--- src/rtl/dbgw_pkg.sv ---
package dbgw_pkg;
  localparam int CTRL_W    = 32;
  localparam int CTRL_USED = 18;
  localparam int NCMP      = 4;

  localparam logic [2:0] RA_CTRL = 3'd0;
  localparam logic [2:0] RA_IA1  = 3'd1;
  localparam logic [2:0] RA_IA2  = 3'd2;
  localparam logic [2:0] RA_DA1  = 3'd3;
  localparam logic [2:0] RA_DA2  = 3'd4;
  localparam logic [2:0] RA_STAT = 3'd5;

  typedef enum logic [1:0] {
    PAIR_EXACT     = 2'b00,
    PAIR_MASK      = 2'b01,
    PAIR_RANGE_IN  = 2'b10,
    PAIR_RANGE_OUT = 2'b11
  } pair_mode_e;

  typedef enum logic [1:0] {
    QL_ANY  = 2'b00,
    QL_RSV  = 2'b01,
    QL_ZERO = 2'b10,
    QL_ONE  = 2'b11
  } qual_code_e;

  typedef struct packed {
    qual_code_e space;
    qual_code_e priv;
  } qual_t;

  typedef struct packed {
    logic [CTRL_W-CTRL_USED-1:0] rsvd;
    qual_t [NCMP-1:0]            qual;
    pair_mode_e                  mode;
  } ctrl_t;
endpackage

--- src/rtl/dbgw_qual.sv ---
module dbgw_qual
  import dbgw_pkg::*;
(
  input  qual_t q,
  input  logic  pr,
  input  logic  sp,
  output logic  ok
);
  logic pr_ok, sp_ok;

  always_comb begin
    case (q.priv)
      QL_ANY:  pr_ok = 1'b1;
      QL_ZERO: pr_ok = !pr;
      QL_ONE:  pr_ok = pr;
      default: pr_ok = 1'b0;
    endcase
    case (q.space)
      QL_ANY:  sp_ok = 1'b1;
      QL_ZERO: sp_ok = !sp;
      QL_ONE:  sp_ok = sp;
      default: sp_ok = 1'b0;
    endcase
    ok = pr_ok && sp_ok;
  end
endmodule

--- src/rtl/dbgw_icmp.sv ---
module dbgw_icmp
  import dbgw_pkg::*;
#(
  parameter int AW = 32
) (
  input  logic          clk,
  input  logic          rst_n,
  input  pair_mode_e    mode,
  input  logic [AW-1:0] r1,
  input  logic [AW-1:0] r2,
  input  logic          valid,
  input  logic [AW-1:0] addr,
  input  logic [1:0]    ok,
  output logic [1:0]    ev
);
  logic eq1, eq2, ge1, lt2, mhit, pair_hit;

  always_comb begin
    eq1  = (addr == r1);
    eq2  = (addr == r2);
    ge1  = (addr >= r1);
    lt2  = (addr <  r2);
    mhit = ((addr & r2) == (r1 & r2));
    case (mode)
      PAIR_MASK:      pair_hit = mhit;
      PAIR_RANGE_IN:  pair_hit = ge1 && lt2;
      PAIR_RANGE_OUT: pair_hit = !ge1 || !lt2;
      default:        pair_hit = 1'b0;
    endcase
    if (mode == PAIR_EXACT) begin
      ev[0] = valid && eq1 && ok[0];
      ev[1] = valid && eq2 && ok[1];
    end else begin
      ev[0] = valid && pair_hit && ok[0] && ok[1];
      ev[1] = ev[0];
    end
  end

  AST_PAIR_TOGETHER: assert property (@(posedge clk) disable iff (!rst_n)
    (mode != PAIR_EXACT) |-> (ev[0] == ev[1]));
  AST_IEV_NEEDS_VALID: assert property (@(posedge clk) disable iff (!rst_n)
    (|ev) |-> valid);
  AST_RANGE_BOUNDS: assert property (@(posedge clk) disable iff (!rst_n)
    (mode == PAIR_RANGE_IN && ev[0]) |-> (addr >= r1 && addr < r2));
endmodule

--- src/rtl/dbgw_regs.sv ---
module dbgw_regs
  import dbgw_pkg::*;
#(
  parameter int AW = 32
) (
  input  logic            clk,
  input  logic            rst_n,
  input  logic            wr_en,
  input  logic            sup,
  input  logic [2:0]      waddr,
  input  logic [AW-1:0]   wdata,
  input  logic [2:0]      raddr,
  input  logic [NCMP-1:0] sticky,
  output ctrl_t           ctrl,
  output logic [AW-1:0]   ia1,
  output logic [AW-1:0]   ia2,
  output logic [AW-1:0]   da1,
  output logic [AW-1:0]   da2,
  output logic [NCMP-1:0] clr,
  output logic [AW-1:0]   rdata
);
  localparam int RSV_W = CTRL_W - CTRL_USED;

  logic [CTRL_USED-1:0] ctrl_q;
  logic                 wr_ok;

  assign wr_ok = wr_en && sup;
  assign ctrl  = ctrl_t'({{RSV_W{1'b0}}, ctrl_q});
  assign clr   = (wr_ok && waddr == RA_STAT) ? wdata[NCMP-1:0] : '0;

  always_ff @(posedge clk or negedge rst_n) begin
    if (!rst_n) begin
      ctrl_q <= '0;
      ia1    <= '0;
      ia2    <= '0;
      da1    <= '0;
      da2    <= '0;
    end else if (wr_ok) begin
      case (waddr)
        RA_CTRL: ctrl_q <= wdata[CTRL_USED-1:0];
        RA_IA1:  ia1    <= wdata;
        RA_IA2:  ia2    <= wdata;
        RA_DA1:  da1    <= wdata;
        RA_DA2:  da2    <= wdata;
        default: ;
      endcase
    end
  end

  always_comb begin
    case (raddr)
      RA_CTRL: rdata = AW'(ctrl);
      RA_IA1:  rdata = ia1;
      RA_IA2:  rdata = ia2;
      RA_DA1:  rdata = da1;
      RA_DA2:  rdata = da2;
      RA_STAT: rdata = AW'(sticky);
      default: rdata = '0;
    endcase
  end

  AST_USER_WR_IGNORED: assert property (@(posedge clk) disable iff (!rst_n)
    (wr_en && !sup) |=> ($stable(ctrl_q) && $stable(ia1) && $stable(ia2)
                         && $stable(da1) && $stable(da2)));
endmodule

--- src/rtl/dbgw_status.sv ---
module dbgw_status
  import dbgw_pkg::*;
(
  input  logic            clk,
  input  logic            rst_n,
  input  logic [NCMP-1:0] ev,
  input  logic [NCMP-1:0] clr,
  output logic [NCMP-1:0] sticky
);
  always_ff @(posedge clk or negedge rst_n) begin
    if (!rst_n) sticky <= '0;
    else        sticky <= (sticky & ~clr) | ev;
  end

  generate
    for (genvar k = 0; k < NCMP; k++) begin : g_chk
      AST_STICKY_SET: assert property (@(posedge clk) disable iff (!rst_n)
        ev[k] |=> sticky[k]);
      AST_STICKY_CLR: assert property (@(posedge clk) disable iff (!rst_n)
        (clr[k] && !ev[k]) |=> !sticky[k]);
    end
  endgenerate
endmodule

--- src/rtl/dbg_addr_watch.sv ---
module dbg_addr_watch
  import dbgw_pkg::*;
#(
  parameter int AW = 32
) (
  input  logic            clk,
  input  logic            rst_n,
  input  logic            cfg_wr_en,
  input  logic            cfg_sup,
  input  logic [2:0]      cfg_addr,
  input  logic [AW-1:0]   cfg_wdata,
  input  logic [2:0]      cfg_raddr,
  output logic [AW-1:0]   cfg_rdata,
  input  logic            if_valid,
  input  logic [AW-1:0]   if_addr,
  input  logic            ds_valid,
  input  logic [AW-1:0]   ds_addr,
  input  logic            priv_user,
  input  logic            ispace,
  input  logic            dspace,
  output logic [NCMP-1:0] ev_o,
  output logic [NCMP-1:0] sticky_o
);
  ctrl_t           ctrl;
  logic [AW-1:0]   ia1, ia2;
  logic [AW-1:0]   dreg [2];
  logic [NCMP-1:0] clr, qok;

  dbgw_regs #(.AW(AW)) u_regs (
    .clk(clk), .rst_n(rst_n), .wr_en(cfg_wr_en), .sup(cfg_sup),
    .waddr(cfg_addr), .wdata(cfg_wdata), .raddr(cfg_raddr),
    .sticky(sticky_o), .ctrl(ctrl), .ia1(ia1), .ia2(ia2),
    .da1(dreg[0]), .da2(dreg[1]), .clr(clr), .rdata(cfg_rdata)
  );

  generate
    for (genvar k = 0; k < NCMP; k++) begin : g_qual
      dbgw_qual u_q (
        .q(ctrl.qual[k]), .pr(priv_user),
        .sp((k < 2) ? ispace : dspace), .ok(qok[k])
      );
      AST_RSV_SILENT: assert property (@(posedge clk) disable iff (!rst_n)
        (ctrl.qual[k].priv == QL_RSV || ctrl.qual[k].space == QL_RSV)
          |-> !ev_o[k]);
    end
  endgenerate

  dbgw_icmp #(.AW(AW)) u_icmp (
    .clk(clk), .rst_n(rst_n), .mode(ctrl.mode), .r1(ia1), .r2(ia2),
    .valid(if_valid), .addr(if_addr), .ok(qok[1:0]), .ev(ev_o[1:0])
  );

  generate
    for (genvar k = 0; k < 2; k++) begin : g_dcmp
      assign ev_o[2+k] = ds_valid && (ds_addr == dreg[k]) && qok[2+k];
      AST_DEV_NEEDS_VALID: assert property (@(posedge clk) disable iff (!rst_n)
        ev_o[2+k] |-> ds_valid);
    end
  endgenerate

  dbgw_status u_status (
    .clk(clk), .rst_n(rst_n), .ev(ev_o), .clr(clr), .sticky(sticky_o)
  );

  AST_PRIV_SUP_ONLY: assert property (@(posedge clk) disable iff (!rst_n)
    (ev_o[2] && ctrl.qual[2].priv == QL_ZERO) |-> !priv_user);
  AST_SPACE_ONE: assert property (@(posedge clk) disable iff (!rst_n)
    (ev_o[0] && ctrl.qual[0].space == QL_ONE) |-> ispace);
endmodule

--- config.mk ---
export PLATFORM = sky130hd
export DESIGN_NAME = dbg_addr_watch
export DESIGN_NICKNAME = d
export VERILOG_FILES = /design/src/rtl/dbgw_pkg.sv /design/src/rtl/dbgw_qual.sv /design/src/rtl/dbgw_icmp.sv /design/src/rtl/dbgw_regs.sv /design/src/rtl/dbgw_status.sv /design/src/rtl/dbg_addr_watch.sv
export SDC_FILE = /design/constraint.sdc
export NUM_CORES = 1
export LEC_CHECK = 0
export ABC_CLOCK_PERIOD_IN_PS = 3100
export CAP_MARGIN = 20
export CORE_MARGIN = 4
export CORE_UTILIZATION = 50
export CTS_CLUSTER_DIAMETER = 100
export DETAILED_ROUTE_END_ITERATION = 16
export DONT_BUFFER_PORTS = 1
export PLACE_DENSITY = 0.68
export SYNTH_ARGS = -nofsm -noshare
export SYNTH_HDL_FRONTEND = slang
export SYNTH_SLANG_ARGS = --single-unit
--- constraint.sdc ---
create_clock -name clk -period 3.1 [get_ports clk]
set_input_delay 0.465 -clock clk [delete_from_list [all_inputs] [get_ports clk]]
set_output_delay 0.465 -clock clk [all_outputs]
set_load 0.02 [all_outputs]
* Word level (Yosys, flattened, before mapping)
Cells that the tools add are included.
Cells by class: magnitude comparators 2, mux-type cells 12, shift operators 0, divide/modulo/power cells 0, reductions and logical operators 40, bitwise logic cells 5, eq/ne operators 34, add/sub/neg operators 0, multipliers 0
Operators by type and width (number):
- one-hot mux 32 bit (6 select lines) | 1
- equality test 32 bit | 5
- bitwise AND 32 bit | 2
- equality test 2 bit (second input constant) | 18
- >= comparator 32 bit | 1
- less-than comparator 32 bit | 1
- one-hot mux 1 bit (3 select lines) | 9
- logical AND 1 bit | 18
- logical NOT 2 bit | 9
- equality test 3 x 2 -> 1 bit (second input constant) | 4
- equality test 3 bit (second input constant) | 4
- AND reduction 2 bit | 5
- equality test 3 x 1 -> 1 bit (second input constant) | 2
- logical NOT 3 bit | 2
- logical NOT 1 bit | 5
- bitwise AND 4 bit | 1
- two-way mux 4 bit | 1
- inverter 4 bit | 1
- OR 4 bit | 1
- equality test 2 x 1 -> 1 bit (second input constant) | 1
- two-way mux 2 bit | 1
- logical OR 1 bit | 1
Storage, ports and cells: input bits 111, bits in writable memories 0, logic and storage cells 99, bits in read-only memories 0, register bits 150, memories kept 0, bits in latches 0

* Longest topological paths before layout
Gate-level depths: netlist of run 1.
word-level depth 9, gate-level depth with buffers 10, depth with buffers taken out 10

* Cells and area by module
A second synthesis of run 1 with hierarchy kept.
Second synthesis, totals: cells, all modules 982, area, all modules 10510.1 sq um
By module, submodules not included:
- dbgw_regs | cells each 513, area an instance 6864.1 sq um, seq. area each 3653.5 sq um, times used 1
- dbgw_icmp | cells each 349, area an instance 2660.1 sq um, seq. area each 0.0 sq um, times used 1
- dbg_addr_watch | cells each 88, area an instance 715.7 sq um, seq. area each 0.0 sq um, times used 1
- dbgw_status | cells each 12, area an instance 145.1 sq um, seq. area each 100.1 sq um, times used 1
- dbgw_qual | cells each 5, area an instance 31.3 sq um, seq. area each 0.0 sq um, times used 4

* Worst setup path after synthesis of run 1
Ideal clock, no wire load.
path kind input to output, start point input if_addr[22], end point output ev_o[0], buffers on the path 0, arrival time 2236 ps, cell stages on the path 8, required time 2635 ps, slack 399 ps, cells stage by stage ha_1 > and4_4 > and4_4 > a2111oi_4 > nand3_1 > a21o_1 > o2111a_1 > o31a_1
On the way: longest elaborated chain between the ends 8, elaborated cells on any way between the ends 16, those cells by class 2 x order compare; 2 x eq/ne; 2 x mux; 1 x bitwise; 9 x reduce/logical
RTL lines:
- start: declaration | line dbg_addr_watch.sv:15 | input logic [AW-1:0] if_addr,
- >= comparator 32 bit / less-than comparator 32 bit (equally long branches) | line dbgw_icmp.sv:21, dbgw_icmp.sv:22
- logical NOT 1 bit | line dbgw_icmp.sv:27 | PAIR_RANGE_OUT: pair_hit = !ge1 || !lt2;
- logical OR 1 bit | line dbgw_icmp.sv:27
- one-hot mux 1 bit (3 select lines) | line dbgw_icmp.sv:24 | case (mode)
- logical AND 1 bit (3 in a row) | line dbgw_icmp.sv:34 | ev[0] = valid && pair_hit && ok[0] && ok[1];
- two-way mux 2 bit * | line dbgw_icmp.sv:30 | if (mode == PAIR_EXACT) begin
- end: declaration | line dbg_addr_watch.sv:21 | output logic [NCMP-1:0] ev_o,
Mark *: on every way between the ends. The rest lies on a longest branch, timed or not.

* Worst setup path in the final report of run 1
start point register u_regs.ia2[14], end point output ev_o[0]
On the way: longest elaborated chain between the ends 8, elaborated cells on any way between the ends 12, those cells by class 1 x order compare; 1 x eq/ne; 2 x mux; 2 x bitwise; 6 x reduce/logical
RTL lines:
- start: declaration | line dbgw_regs.sv:16 | output logic [AW-1:0] ia2,
- start signal: assignment | line dbgw_regs.sv:42 | RA_IA2: ia2 <= wdata;
- less-than comparator 32 bit | line dbgw_icmp.sv:22 | lt2 = (addr < r2);
- logical NOT 1 bit | line dbgw_icmp.sv:27
- logical OR 1 bit | line dbgw_icmp.sv:27
- one-hot mux 1 bit (3 select lines) * | line dbgw_icmp.sv:24
- logical AND 1 bit * (3 in a row) | line dbgw_icmp.sv:34
- two-way mux 2 bit * | line dbgw_icmp.sv:30
Marks and branches as above.

==> impl_metrics.yaml, run 1 <==
status:
  outcome: "complete, but fails checks"
  violations: "negative hold slack, negative setup slack"
sta:
  slew_viol_final: 0
  setup_ws_ns: -0.2453
  min_period_over_period_pct: 107.9
  clock.fmax_mhz: 298.9
  tightest_slew_ns: 1.040
  hold_viol_final: 150
  setup_violations: 2
  relSlewSlack_pct: 30.47
  rsz0062_at_grt: "true"
  hold_slack_ns: -0.2764
  fin_worst_skew_ns: 0.007533
  finalCriticalPeriod_ns: 3.345
grt:
  grt_pass1_wl_um: 47050
  grt_max_degree: 151
  grt_pass1_vias: 7901
  track_usage_pct: 28.35
  antenna_found_initial: 0
  overflow: 0
synth:
  async_flop_share_pct: 100.0
  ys_seq_elements: 150
  synth_fp_nets: 1219
  synth_top_area_share_pct: 38.00
  syn_inst: 1012
  yosysTopAreaCell: "dfrtp_1"
  ys_types: 38
  syn_avg_cell_area_um2: 9.760
  synth_warnings: 0
  synth_area_um2: 9877
  synth-seq-area-share_pct: 38.00
  synthFlopType: "dfrtp_1"
  synthTopCellsByArea: "dfrtp_1, ha_1, mux2_2, xor2_1, nand2_1"
  synth_edf_count: 0
die:
  core.rowCount: 51
  die_h_um: 148.6
  core_um2: 19460
  die_area_um2: 22070
  io_pins: 151
  die_w_um: 148.6
  start_util_pct: 50.75
place:
  hpwl_um: 23160
  place_ws_ns: 0.06373
  placed_area_um2: 10370
  gp_congestion: 0.9017
  port_buffers: 0
  dp.cells: 1271
worst_setup_path:
  r2r-start: "u_regs.ia2[20]$_DFFE_PN0P_"
  r2r_slack_ns: 0.37
  path_class: "flop to output pin"
  crit_fanout: 3
  cp.required_ns: 2.63
  cp-start-kind: "flop"
  ff2ff_path_depth: 10
  critPathArrivalTime_ns: 2.88
  cpPeakStageDelay_ns: 0.56
  worstReg2RegEnd: "u_status.sticky[0]$_DFF_PN0_"
  crit_chain: "inv_2 > ha_4 > nand4_1 > or4b_4 > o221ai_2 > buf_4 > a21o_1 > o2111a_1 > o31a_1"
  endpoint_kind: "output pin"
  cp_slowest_cell: "or4b_4"
routing:
  ant_nets: 0
  drt_iter0_drc: 637
  first_pass_iters: 5
  vias: 7863
  viasPerCell: 5.948
  wl_um: 30920
  routedWlPerCell_um: 23.39
  route.detailed.drc: 0
cts:
  clock_latency_ns: 0.43
  cts_tree: "yes"
  htreeDepth: 4
  cts_buffers: 17
  clk_path_buf_depth: 2
  cts-root-buf: "clkbuf_16"
  clk_pin_slew_ns: 0.06
  clock-sinks: 150
run:
  drv_cap: 0
power:
  ir_worst_vdd_v: 0.0003971
  power_leakage_nw: 5.145
  total_power_mw: 7.507
  power_density_nw_per_um2: 661.0
final_layout:
  final_common_cell: "dfrtp_1"
  fin_cells: 1322
  fin_nets: 1253
  utilization_pct: 58.35
  final_area_um2: 11360
  drive_gt1_share_pct: 20.06
  areaGrowthSynthToFinish_pct: 14.99
  mostFrequentLayoutCells: "dfrtp_1, nand2_1, ha_1"
  antenna_cells_inserted: 0
hold_path:
  hp-class: "primary input to async pin"
## state kept, by name (all words and copies together), names as in the netlist
signal	cells
u_regs.da2	32
u_regs.ia2	32
u_status.sticky	4
u_regs.da1	32
u_regs.ctrl_q	18
u_regs.ia1	32
## cells in the mapped netlist, types with 30 or more instances
master,instances
mux2_2,84
xnor2_1,36
a21oi_1,36
inv_1,70
nand2_1,138
o21ai_0,78
dfrtp_1,150
xor2_1,68
clkbuf_1,33
o22ai_1,30
ha_1,96
mux2i_1,38
## stage by stage
stage	hold slack, ns	setup TNS, ns
floorplan	0.1694	0
global placement	0.1783	0
detailed placement	0.1775	0
CTS	-0.2870	-0.3373
global route	-0.2908	-0.6580
finish	-0.2764	-0.4604
## logic make-up (layout without fill, tap and decap cells)
family	Yosys count	in the layout	share of synthesized area [%]
AO/OA/AOI/OAI	189	189	11.44
buffers and inverters	110	155	4.180
AND/OR/NAND/NOR	239	239	11.11
XOR/XNOR	104	104	9.222
multiplexers	124	124	13.88
flip-flops	150	150	38.00
adder cells (fa/ha/maj)	96	96	12.16
## critical path: cells and delay by family, from the launching register on
kind / cells / cell delay (ns)
compound gates: 4 / 0.91
fa+ha+maj: 1 / 0.27
buf+inv: 2 / 0.21
flops: 1 / 0.36
simple gates: 2 / 0.70
## worst max path at each step
stage | endpoint | depth (start not counted) | startpoint | slack, ns
final | ev_o[0] | 9 | u_regs.ia2[14]$_DFFE_PN0P_ | -0.25
after global routing | ev_o[0] | 10 | u_regs.ia1[14]$_DFFE_PN0P_ | -0.35
after CTS | ev_o[0] | 9 | u_regs.ia2[15]$_DFFE_PN0P_ | -0.18
after detailed placement | ev_o[1] | 10 | if_addr[10] | 0.06
after global placement | ev_o[1] | 10 | if_addr[14] | 0.14
after floorplan | ev_o[0] | 8 | if_addr[22] | 0.40
## final cells by class
type	instances	area, µm²
multi-input cells	752	5939
repair buffers	55	450.4
well taps	265	331.6
fillers	1680	8105
inverters	70	262.8
flip-flops and latches	150	3754
clock buffers	21	470.5
clock inverters	9	148.9
## power by group
| part | switching (mW) | internal (mW) | leakage, nW | total [mW] |
|---|---|---|---|---|
| registers | 0.443 | 2.42 | 1.82 | 2.86 |
| clock network | 0.829 | 1.40 | 0.309 | 2.23 |
| logic | 1.30 | 1.12 | 3.01 | 2.42 |
| total | 2.57 | 4.94 | 5.15 | 7.51 |
## metal layers
| layer | global-route usage [%] | routed length (µm) | vias up |
|---|---|---|---|
| met3 | 9.811 | 3312 | 72 |
| met5 | 0 | 0 | - |
| met2 | 45.08 | 14420 | 324 |
| met1 | 35.76 | 12060 | 3841 |
| met4 | 10.81 | 1127 | 0 |
| li1 | - | - | 3626 |
## repair_timing
item | 4_1_cts | 5_1_grt
endpoints found under the hold margin | 150 | 150
resized for setup | 22 | 17
setup buffers | 13 | 8
setup endpoints to repair | 2 | 2
pin swaps | 8 | 13
No activity file was read; power rests on OpenSTA's default activity.
==> run 2, diff against run 1 <==
--- a/config.mk
+++ b/config.mk
@@ -9,2 +9,3 @@
 export CAP_MARGIN = 20
+export CORE_ASPECT_RATIO = 1.25
 export CORE_MARGIN = 4
==> constraint.sdc (replaced) <==
create_clock -name clk -period 3.1 [get_ports clk]
set_input_delay 0.31 -clock clk [delete_from_list [all_inputs] [get_ports clk]]
set_output_delay 0.31 -clock clk [all_outputs]
set_load 0.02 [all_outputs]
==> run 2 against run 1 <==
The run still ends with negative hold slack, negative setup slack left. Flip-flop and latch count did not move. Clock skew rose by 0.00064 ns. Global-route usage rose by 1.2 points. Design area rose by 5.0%. First-iteration DRC count rose by 9.9%. Count of clock-buffer cells in the layout rose by 2. Power rose by 4.6%. Worst hold slack got worse by 0.15 ns. Non-clock buffer count rose by 41. Combinational power rose by 9.5%. Critical path type unchanged.
==> impl_metrics.yaml, run 2 (same netlist as run 1, synthesis figures left out) <==
status:
  outcome: "complete, but fails checks"
  violations: "negative hold slack, negative setup slack"
place:
  place_ws_ns: 0.1896
  dp.cells: 1249
  hpwl_um: 23160
  port_buffers: 0
  gp_congestion: 0.9038
worst_setup_path:
  crit_chain: "inv_1 > ha_1 > a21o_1 > a21o_1 > a221oi_1 > o21ai_1 > a21oi_2 > o2111a_1 > o31a_1"
  cp_common_cell: "a21o_1"
  critPathArrivalTime_ns: 2.95
  worstReg2RegEnd: "u_regs.ia2[28]$_DFFE_PN0P_"
  cp.required_ns: 2.79
  path_class: "flop to output pin"
  r2r-start: "u_regs.ia2[28]$_DFFE_PN0P_"
  cp-start-kind: "flop"
  ff2ff_path_depth: 22
  cpPeakStageDelay_ns: 0.38
  endpoint_kind: "output pin"
  cp_slowest_cell: "dfrtp_1"
  crit_fanout: 3
  r2r_slack_ns: 0.03
grt:
  track_usage_pct: 29.54
  grt_pass1_vias: 8346
  antenna_found_initial: 0
  grt_max_degree: 151
  grt_pass1_wl_um: 49040
  overflow: 0
power:
  power_density_nw_per_um2: 658.7
  swShare_pct: 34.08
  ir_worst_vdd_v: 0.0004602
  internal_power_mw: 5.177
  p_seq_share_pct: 36.5
  pwr-share-clk_pct: 29.8
  switching_power_mw: 2.676
  power.share.combinational_pct: 33.8
  power_leakage_nw: 5.353
sta:
  fin_worst_skew_ns: 0.008177
  rsz0062_at_grt: "true"
  hold_viol_final: 150
  slew_viol_final: 0
  finalCriticalPeriod_ns: 3.257
  setup_violations: 2
  setup_tns_ns: -0.2952
  setup_ws_ns: -0.1568
  min_period_over_period_pct: 105.1
  relSlewSlack_pct: 30.20
  clock.fmax_mhz: 307.1
  hold_slack_ns: -0.4256
  tightest_slew_ns: 1.045
die:
  io_pins: 151
  core.rowCount: 57
  core_um2: 19400
  die_h_um: 165.1
  die_w_um: 133.7
  start_util_pct: 50.92
  die_area_um2: 22080
final_layout:
  final_common_cell: "dfrtp_1"
  utilization_pct: 61.46
  fin_cells: 1364
  areaGrowthSynthToFinish_pct: 20.70
  fillers: 1616
  antenna_cells_inserted: 0
  fin_nets: 1294
  mostFrequentLayoutCells: "dfrtp_1, nand2_1, mux2_2"
  drive_gt1_share_pct: 22.38
  seqCellArea_um2: 3754
  multi_input_area_um2: 6092
routing:
  viasPerCell: 5.985
  drt_iter0_drc: 700
  ant_nets: 0
  wl_um: 32720
  vias: 8164
  route.detailed.drc: 0
  first_pass_iters: 5
  routedWlPerCell_um: 23.99
cts:
  cts_tree: "yes"
  cts_buffers: 17
  cts-root-buf: "clkbuf_16"
  clk_path_buf_depth: 2
  clock_latency_ns: 0.43
  htreeDepth: 4
  clock-sinks: 150
  clk_pin_slew_ns: 0.06
run:
  drv_cap: 0
hold_path:
  hp-class: "primary input to async pin"
run 2: repair_timing:
action                                  CTS  global route
hold endpoints to repair                189           152
resized for setup                        50            21
pin swaps                                16            14
hold buffers                             25             2
endpoints found under the setup margin    2             3
buffers inserted                         52             7
run 2: metal layers:
metal	vias to the layer above	share of wire, %	track usage, %
met5	-	0	0
met4	0	5.5	14.97
met3	96	7.2	8.182
met2	308	49	50.94
met1	4047	38	33.69
li1	3713	-	-
run 2: power by group through the flow:
stage / clock network, mW / registers, mW / logic [mW]
2_1_floorplan: 0 / 2.77 / 1.57
3_5_place_dp: 0 / 2.91 / 2.09
4_1_cts: 2.35 / 2.84 / 2.52
3_3_place_gp: 0 / 2.89 / 2.05
5_1_grt: 2.43 / 2.91 / 2.88
6_report: 2.34 / 2.86 / 2.65
run 2: critical path: cells and delay by family, from the launching register on:
family          cells  cell delay, ns
compound gates      7            1.77
flops               1            0.38
buf+inv             1            0.06
fa+ha+maj           1            0.30
run 2: worst max-delay path by stage:
| stage | start | to | depth (start not counted) |
|---|---|---|---|
| 2_1_floorplan | u_regs.ia2[22]$_DFFE_PN0P_ | ev_o[0] | 9 |
| 3_3_place_gp | u_regs.ia2[30]$_DFFE_PN0P_ | ev_o[1] | 12 |
| 3_5_place_dp | u_regs.ia1[14]$_DFFE_PN0P_ | ev_o[1] | 12 |
| 4_1_cts | u_regs.ia2[28]$_DFFE_PN0P_ | ev_o[1] | 12 |
| 5_1_grt | u_regs.ia1[10]$_DFFE_PN0P_ | ev_o[1] | 12 |
| 6_report | u_regs.ia1[29]$_DFFE_PN0P_ | ev_o[0] | 9 |
run 2: final cells by class:
type                    instances  area share [%]
well taps                     265           2.781
clock buffers                  23           4.093
clock inverters                 8           1.417
repair buffers                 96           6.916
flip-flops and latches        150           31.49
multi-input cells             752           51.10
inverters                      70           2.204
run 2: per-stage QoR:
| step | instance area [µm²] | total power [mW] |
|---|---|---|
| after floorplan | 9877 | 4.347 |
| after global placement | 10200 | 4.944 |
| after detailed placement | 10200 | 4.998 |
| after CTS | 11760 | 7.713 |
| after global routing | 11920 | 8.220 |
| final | 11920 | 7.853 |
==> run 3, diff against run 2 <==
Settings changed: ABC_CLOCK_PERIOD_IN_PS 3100 to 4000, CTS_CLUSTER_DIAMETER 100 to 40.
Clock period 3.1 ns to 4 ns, I/O delays scaled along.
==> run 3 against run 2 <==
Design area fell by 9.1%. The run ends with negative hold slack left. Sequential share of layout area increased by 3.1 points. Global-route usage is 2.0 points lower. Clock power shrank 23%. Largest cell class unchanged. Worst hold slack better by 0.41 ns. Combinational power is 37% lower. Setup slack better by 0.44 ns. Clock skew decreased by 0.00075 ns.
==> impl_metrics.yaml, run 3 (same netlist as run 1, synthesis figures left out) <==
sta:
  rsz0062_at_grt: "false"
  fin_worst_skew_ns: 0.007426
  setup_violations: 0
  hold_slack_ns: -0.02000
  slew_viol_final: 0
  hold_viol_final: 3
  relSlewSlack_pct: 30.14
  min_period_over_period_pct: 92.92
  tightest_slew_ns: 1.048
  clock.fmax_mhz: 269.0
  finalCriticalPeriod_ns: 3.717
  setup_tns_ns: 0
power:
  power_leakage_nw: 4.934
  ir_worst_vdd_v: 0.0003208
  internal_power_mw: 3.753
  power.share.combinational_pct: 29.2
  pwr-share-clk_pct: 31.6
  power_density_nw_per_um2: 526.1
  swShare_pct: 34.18
  switching_power_mw: 1.949
  p_seq_share_pct: 39.2
grt:
  antenna_found_initial: 0
  grt_pass1_vias: 7565
  met2_usage_pct: 45.70
  grt_busiest_layer: "met2"
  grt_max_degree: 151
  met1_usage_pct: 32.23
  track_usage_pct: 27.55
  grt_pass1_wl_um: 45330
  overflow: 0
  grt_util_met3_pct: 8.939
worst_setup_path:
  r2r_slack_ns: 0.98
  endpoint_kind: "output pin"
  ff2ff_path_depth: 10
  cp.required_ns: 3.60
  r2r-start: "u_regs.ia1[15]$_DFFE_PN0P_"
  path_class: "flop to output pin"
  cp-start-kind: "flop"
  crit_fanout: 3
  worstReg2RegEnd: "u_status.sticky[0]$_DFF_PN0_"
  critPathArrivalTime_ns: 3.32
place:
  hpwl_um: 22720
  port_buffers: 0
  dp.cells: 1245
  gp_congestion: 0.9632
cts:
  postCtsSetupBuffers: 0
  clock_latency_ns: 0.43
  cts_buffers: 17
  htreeDepth: 4
  clock-sinks: 150
  clk_pin_slew_ns: 0.06
  cts-root-buf: "clkbuf_16"
  cts_tree: "yes"
  clk_path_buf_depth: 2
routing:
  ant_nets: 0
  routedWlPerCell_um: 23.74
  wl_um: 30350
  route.detailed.drc: 0
  drt_iter0_drc: 550
  vias: 7630
  first_pass_iters: 5
  viasPerCell: 5.970
status:
  outcome: "complete, but fails checks"
  violations: "negative hold slack"
die:
  die_area_um2: 22080
  io_pins: 151
  die_h_um: 165.1
  core_um2: 19400
  die_w_um: 133.7
  start_util_pct: 50.92
  core.rowCount: 57
final_layout:
  antenna_cells_inserted: 0
  final_common_cell: "dfrtp_1"
  areaGrowthSynthToFinish_pct: 9.729
  fin_cells: 1278
  fin_nets: 1207
  drive_gt1_share_pct: 13.43
  mostFrequentLayoutCells: "dfrtp_1, nand2_1, ha_1"
run:
  drv_cap: 0
hold_path:
  hp-class: "primary input to async pin"
## run 3: cell types whose count changed in the layout (fill, tap and decap cells not counted), sizes merged
| cell | before | now |
|---|---|---|
| buf | 69 | 9 |
| clkinvlp | 0 | 1 |
| clkbuf | 23 | 25 |
| clkinv | 3 | 2 |
| bufinv | 5 | 4 |
| dlygate4sd3 | 27 | 0 |
## run 3: what timing repair did
action / CTS / global route
endpoints found under the hold margin: 150 / 0
hold buffers: 1 / 0
gates resized for setup: 0 / 1
setup endpoints to repair: 0 / 1
## run 3: critical path: stages (launching register included)
cell,delay [ns]
dfrtp_1,0.37
inv_1,0.07
ha_1,0.35
nand4_1,0.27
nor4_2,0.48
o31ai_1,0.17
o211ai_1,0.18
a21oi_1,0.13
o2111a_1,0.28
o21ai_0,0.34
nand2_1,0.25
## run 3: power groups by stage
stage          sequential (mW)  combinational, mW  clock, mW
2_1_floorplan             2.15               1.22          0
3_3_place_gp              2.24               1.58          0
3_5_place_dp              2.25               1.61          0
4_1_cts                   2.23               1.66       1.81
5_1_grt                   2.28               1.84       1.87
6_report                  2.24               1.66       1.80
## run 3: how the worst max path moves through the flow
stage	endpoint	start	cells after the start
floorplan	ev_o[0]	u_regs.ia2[22]$_DFFE_PN0P_	9
global placement	ev_o[1]	u_regs.ia1[15]$_DFFE_PN0P_	10
detailed placement	ev_o[1]	u_regs.ia1[15]$_DFFE_PN0P_	10
CTS	ev_o[1]	u_regs.ia1[15]$_DFFE_PN0P_	10
global route	ev_o[1]	u_regs.ia1[15]$_DFFE_PN0P_	10
finish	ev_o[1]	u_regs.ia1[15]$_DFFE_PN0P_	10
## run 3: cell type report
| cell class | count | area, µm² |
|---|---|---|
| inverter | 70 | 262.8 |
| multi-input combinational | 752 | 5739 |
| sequential | 150 | 3754 |
| clock inverter | 7 | 137.6 |
| timing repair buffer | 9 | 87.58 |
| fill | 1732 | 8561 |
| clock buffer | 25 | 525.5 |
| tap | 265 | 331.6 |
## run 3: per-layer routing
layer / share of wire, % / wire, µm / vias to the layer above
met4: 5.1 / 1534 / 0
met1: 39 / 11770 / 3755
met5: 0 / 0 / -
li1: - / - / 3532
met3: 8.2 / 2496 / 76
met2: 48 / 14550 / 267
## run 3: per-stage QoR
stage | hold WS [ns] | util (%) | setup WS (ns) | power, mW | cell area (µm²)
floorplan | 0.1044 | - | 1.426 | 3.369 | 9877
global placement | 0.1138 | 52.28 | 0.6940 | 3.817 | 10140
detailed placement | 0.1140 | 52.28 | 0.6982 | 3.860 | 10140
CTS | 0.02292 | 55.84 | 0.2383 | 5.694 | 10830
global route | 0.04974 | 55.87 | 0.09387 | 5.995 | 10840
finish | -0.02000 | 55.87 | 0.2832 | 5.702 | 10840
